===== src/rtl/spr_mask_pkg.sv =====
package spr_mask_pkg;
  // Decision reported for one sprite
  typedef enum logic {
    DEC_SUPPRESS = 1'b0,
    DEC_DRAW     = 1'b1
  } dec_e;

  // Flag state held across one scanline
  typedef struct packed {
    logic can_mask;
    logic masked;
    logic dot_ovf;
  } line_flags_t;
endpackage


===== src/rtl/spr_mask_flags.sv =====
module spr_mask_flags
  import spr_mask_pkg::*;
(
  input  logic        clk,
  input  logic        rst,
  input  logic        line_start,
  input  logic        prev_ovf,
  input  logic        spr_valid,
  input  logic        x_zero,
  output line_flags_t flags,
  output logic        mask_now
);
  line_flags_t st;
  logic        eval;

  assign eval = spr_valid & ~line_start;
  // masked state that applies to the sprite being evaluated now
  assign mask_now = st.masked | (x_zero & (st.can_mask | st.dot_ovf));
  assign flags = st;

  always_ff @(posedge clk) begin
    if (rst) begin
      st <= '0;
    end else if (line_start) begin
      st.can_mask <= 1'b0;
      st.masked   <= 1'b0;
      st.dot_ovf  <= prev_ovf;
    end else if (eval) begin
      if (!x_zero) st.can_mask <= 1'b1;
      st.masked  <= mask_now;
      st.dot_ovf <= 1'b0;
    end
  end

  p_canmask_set_r1: assert property (@(posedge clk) disable iff (rst)
    (eval && !x_zero) |=> st.can_mask);
  p_zero_masks_r2: assert property (@(posedge clk) disable iff (rst)
    (eval && x_zero && (st.can_mask || st.dot_ovf)) |=> st.masked);
  p_zero_free_r3: assert property (@(posedge clk) disable iff (rst)
    (eval && x_zero && !st.can_mask && !st.dot_ovf && !st.masked) |=> !st.masked);
  p_ovf_clear_r4: assert property (@(posedge clk) disable iff (rst)
    eval |=> !st.dot_ovf);
  p_line_clear_r6: assert property (@(posedge clk) disable iff (rst)
    line_start |=> (!st.masked && !st.can_mask && st.dot_ovf == $past(prev_ovf)));
  p_sticky_r7: assert property (@(posedge clk) disable iff (rst)
    (st.masked && !line_start) |=> st.masked);
endmodule


===== src/rtl/spr_mask_counter.sv =====
module spr_mask_counter #(
  parameter int CW = 8,
  parameter int WW = 3
) (
  input  logic          clk,
  input  logic          rst,
  input  logic          load,
  input  logic [CW-1:0] load_val,
  input  logic          dec_en,
  input  logic [WW-1:0] dec_amt,
  output logic [CW-1:0] cnt
);
  localparam int PADW = (CW > WW) ? CW : WW;
  logic [PADW-1:0] amt_ext, cnt_ext;

  assign amt_ext = PADW'(dec_amt);
  assign cnt_ext = PADW'(cnt);

  always_ff @(posedge clk) begin
    if (rst) begin
      cnt <= '0;
    end else if (load) begin
      cnt <= load_val;
    end else if (dec_en) begin
      if (cnt_ext > amt_ext) cnt <= CW'(cnt_ext - amt_ext);
      else                   cnt <= '0;
    end
  end

  p_no_underflow_r5: assert property (@(posedge clk) disable iff (rst)
    (dec_en && !load && cnt_ext <= amt_ext) |=> cnt == '0);
  p_monotonic_r5: assert property (@(posedge clk) disable iff (rst)
    (dec_en && !load) |=> cnt <= $past(cnt));
  p_hold_r5: assert property (@(posedge clk) disable iff (rst)
    (!dec_en && !load) |=> $stable(cnt));
endmodule


===== src/rtl/spr_line_mask.sv =====
module spr_line_mask
  import spr_mask_pkg::*;
#(
  parameter int XW = 9,
  parameter int WW = 3,
  parameter int CW = 8
) (
  input  logic          clk,
  input  logic          rst,
  input  logic          line_start,
  input  logic          prev_ovf,
  input  logic [CW-1:0] pend_init,
  input  logic          spr_valid,
  input  logic [XW-1:0] spr_xpos,
  input  logic [WW-1:0] spr_width,
  output logic          dec_valid,
  output logic          dec_drawn,
  output logic [CW-1:0] pend_cnt,
  output logic          can_mask_o,
  output logic          masked_o,
  output logic          dot_ovf_o
);
  line_flags_t flags;
  logic        mask_now, x_zero, eval;
  dec_e        dec_q;

  assign x_zero = (spr_xpos == '0);
  assign eval   = spr_valid & ~line_start;

  spr_mask_flags u_flags (
    .clk(clk), .rst(rst), .line_start(line_start), .prev_ovf(prev_ovf),
    .spr_valid(spr_valid), .x_zero(x_zero), .flags(flags), .mask_now(mask_now)
  );

  spr_mask_counter #(.CW(CW), .WW(WW)) u_cnt (
    .clk(clk), .rst(rst), .load(line_start), .load_val(pend_init),
    .dec_en(eval & mask_now), .dec_amt(spr_width), .cnt(pend_cnt)
  );

  always_ff @(posedge clk) begin
    if (rst) begin
      dec_valid <= 1'b0;
      dec_q     <= DEC_SUPPRESS;
    end else begin
      dec_valid <= eval;
      dec_q     <= (eval && !mask_now) ? DEC_DRAW : DEC_SUPPRESS;
    end
  end

  assign dec_drawn  = (dec_q == DEC_DRAW);
  assign can_mask_o = flags.can_mask;
  assign masked_o   = flags.masked;
  assign dot_ovf_o  = flags.dot_ovf;

  p_valid_follow_r9: assert property (@(posedge clk) disable iff (rst)
    eval |=> dec_valid);
  p_drop_r8: assert property (@(posedge clk) disable iff (rst)
    (line_start || !spr_valid) |=> !dec_valid);
  p_drawn_needs_valid_r9: assert property (@(posedge clk) disable iff (rst)
    dec_drawn |-> dec_valid);
  p_masked_suppress_r2: assert property (@(posedge clk) disable iff (rst)
    (dec_valid && masked_o) |-> !dec_drawn);
endmodule


===== config.mk =====
export PLATFORM = sky130hd
export DESIGN_NAME = spr_line_mask
export DESIGN_NICKNAME = d
export VERILOG_FILES = /design/src/rtl/spr_mask_pkg.sv /design/src/rtl/spr_mask_flags.sv /design/src/rtl/spr_mask_counter.sv /design/src/rtl/spr_line_mask.sv
export SDC_FILE = /design/constraint.sdc
export NUM_CORES = 1
export LEC_CHECK = 0
export ABC_AREA = 1
export BUFFER_PORTS_ARGS = -buffer_cell sky130_fd_sc_hd__buf_4
export CORE_MARGIN = 3
export CORE_UTILIZATION = 47
export DETAILED_ROUTE_END_ITERATION = 16
export GPL_TIMING_DRIVEN = 1
export MAX_ROUTING_LAYER = met4
export PLACE_DENSITY = 0.76
export REMOVE_ABC_BUFFERS = 1
export SKIP_CTS_REPAIR_TIMING = 1
export SLEW_MARGIN = 20
export SYNTH_ARGS = -nofsm -noshare
export SYNTH_HDL_FRONTEND = slang
export SYNTH_SLANG_ARGS = --single-unit

===== constraint.sdc =====
create_clock -name clk -period 1.9 [get_ports clk]
set_input_delay 0 -clock clk [delete_from_list [all_inputs] [get_ports clk]]
set_output_delay 0 -clock clk [all_outputs]
set_load 0.01 [all_outputs]

==> results.py <==
metrics = {
    "floorplan": {
        "pin_count": 38,
        "coreArea_um2": 1780,
        "floorplan.die.height_um": 50.3,
        "die_area_um2": 2530,
        "rows": 15,
        "start_util_pct": 51.7,
        "die_x_um": 50.3,
    },
    "logic_synthesis": {
        "async_flop_share_pct": 0,
        "synth_ff_type": "dfxtp_1",
        "synth_cell_type_count": 24,
        "yosys_warnings": 0,
        "syn_area_um2": 922,
        "synth-edff-count": 0,
        "yosys_register_bits": 13,
        "synthCells": 144,
        "seq_area_frac_synth_pct": 28.2,
        "syn_avg_cell_area_um2": 6.40,
    },
    "worst_setup_path": {
        "cp_top_family": "adder cells",
        "r2r_slack_ps": 110,
        "crit_arrival_ps": 1960,
        "crit_chain": "inv_1 -> ha_1 -> inv_2 -> fa_2 -> nand2_2 -> nand2_1 -> nand2_1 -> nand2_1 -> nand2_2 -> o21ai_0 -> nand2_1 -> a21oi_2",
        "r2r_cells": 12,
        "slowest_delay_ps": 400,
        "cp_slowest_cell": "fa_2",
        "cp.required_ps": 2060,
        "path_common_cell": "nand2_1",
        "critical_path_class": "reg2reg",
        "cp_max_fo": 4,
        "endpoint_kind": "flip-flop",
        "critical_path_depth": 12,
        "crit_path_start_kind": "flip-flop",
        "path_buf_inv": 2,
    },
    "final_layout": {
        "drive_above_1_share_pct": 33.7,
        "layout_common_cells": "48 x nand2_1, 38 x buf_4, 17 x inv_1",
        "utilization_pct": 70.9,
        "final_area_um2": 1260,
        "syn2layout_area_growth_pct": 37.2,
        "nets": 214,
        "layout_commonest_cell": "nand2_1",
        "insertedDiodeCount": 0,
        "final_cells": 209,
    },
    "placed_design": {
        "dpl_cell_area_um2": 1210,
        "dp_cells": 203,
        "dp_worst_setup_slack_ps": 53.6,
        "gp_congestion": 0.798,
        "numPortBuffers": 37,
        "place_hpwl_um": 1940,
    },
    "detailed_routing": {
        "postRouteAntennaNets": 0,
        "routed_wirelength_um": 2410,
        "drc_errors": 0,
        "via_count": 997,
        "avgRoutedWirePerCell_um": 11.5,
        "drtPass1Iterations": 4,
        "viasPerCell": 4.77,
        "drt_iter0_markers": 19,
    },
    "clock_tree": {
        "tritoncts": "built",
        "cts_made_buffers": 3,
        "clk_transition_reported_paths_ps": 80,
        "insertion_delay_ps": 270,
        "htreeDepth": 1,
        "clock_path_buffers": 2,
        "root_buffer": "clkbuf_4",
        "clock-sinks": 13,
    },
    "global_route": {
        "first_global_vias": 881,
        "overflow": 0,
        "grt_pass1_wl_um": 3800,
        "grt_max_degree": 15,
        "track_usage_pct": 20.2,
        "antenna_found_initial": 0,
    },
    "timing": {
        "setup_viol": 0,
        "period_minus_slack_ps": 1790,
        "setup_tns_ps": 0,
        "fmax_mhz": 557,
        "fin_skew_ps": 2.16,
        "slew_headroom_pct": 78.4,
        "layout_setup_ws_ps": 105,
        "fin_crit_sh_pct": 94.5,
        "slew_violations": 0,
        "worst_pin_slew_ps": 324,
        "final-hold-violation-count": 0,
        "grt_setup_unrepaired": "false",
    },
    "pwr": {
        "leakagePower_nw": 0.652,
        "vdd_ir_drop_max_uv": 469,
        "p_per_area_nw_per_um2": 595,
    },
    "job": {
        "cap_violations": 0,
    },
    "worst_hold_path": {
        "hold_path_class": "in2reg",
        "hold_path_depth": 3,
    },
    "outcome": {
        "status": "complete, no violations",
    },
}
## metal layers
metal	global-route usage, %	vias to the layer above	share of wire (%)	routed length [µm]
met3	6.53	2	5.2	124
met1	25.5	430	47	1140
li1	-	536	-	-
met5	-	-	0	0
met2	32.4	29	47	1130
met4	2.69	0	0.25	6
## power by group
group          leakage [nW]  total [mW]  internal, mW  switching, mW
Clock                0.0150       0.166        0.0813         0.0851
Sequential            0.107       0.310         0.290         0.0200
Combinational         0.530       0.277         0.129          0.148
Total                 0.652       0.753         0.500          0.253
## cell usage after synthesis, types with 2 or more instances
cell	n	area, µm²
nand2_1	50	188
inv_1	18	67.6
nand3_1	14	70.1
dfxtp_1	13	260
nor2_1	13	48.8
a21oi_2	9	78.8
o21ai_0	5	25.0
ha_1	3	37.5
buf_4	2	15.0
inv_2	2	7.51
nand2_4	2	22.5
## registers in the layout (all words and copies together), names as in the netlist
register and flops:
dec_valid 1, u_cnt.cnt 8, u_flags.flags 3, dec_drawn 1
## worst reg2reg max path, cell delays in order, from the launching register on
cell and delay (ps):
dfxtp_2 340, inv_1 50, ha_1 160, inv_2 60, fa_2 400, nand2_2 90
nand2_1 80, nand2_1 110, nand2_1 70, nand2_2 90, o21ai_0 80, nand2_1 90
a21oi_2 50
## cells by family (layout without fill, tap and decap cells)
kind of cell,after synthesis,after routing,share of synthesized area [%]
xor+xnor,2,2,1.90
flops,13,13,28.2
fa+ha+maj,4,4,6.24
compound gates,17,17,13.4
simple gates,85,85,40.0
buf+inv,23,63,10.2
## worst paths after layout
path	start	endpoint
hold / removal	prev_ovf	u_flags.flags[0]
setup reg to reg	u_cnt.cnt[0]	u_cnt.cnt[0]
hold reg to reg	u_flags.flags[2]	u_flags.flags[2]
setup / recovery	u_cnt.cnt[0]	u_cnt.cnt[0]
## through the flow
stage / power [mW] / hold slack, ps
after detailed placement: 0.583 / 291
final: 0.753 / 27.9
after global routing: 0.809 / 15.6
after floorplan: 0.474 / 62.4
after global placement: 0.573 / 286
after CTS: 0.747 / -0.0834
## final cells by class
| cell class | count | area (µm²) |
|---|---|---|
| Timing Repair Buffer | 39 | 295 |
| Multi-Input combinational cell | 108 | 576 |
| Fill cell | 174 | 518 |
| Sequential cell | 13 | 262 |
| Inverter | 20 | 75.1 |
| Tap cell | 25 | 31.3 |
| Clock buffer | 4 | 26.3 |
Power figures use the tool's default switching activity.
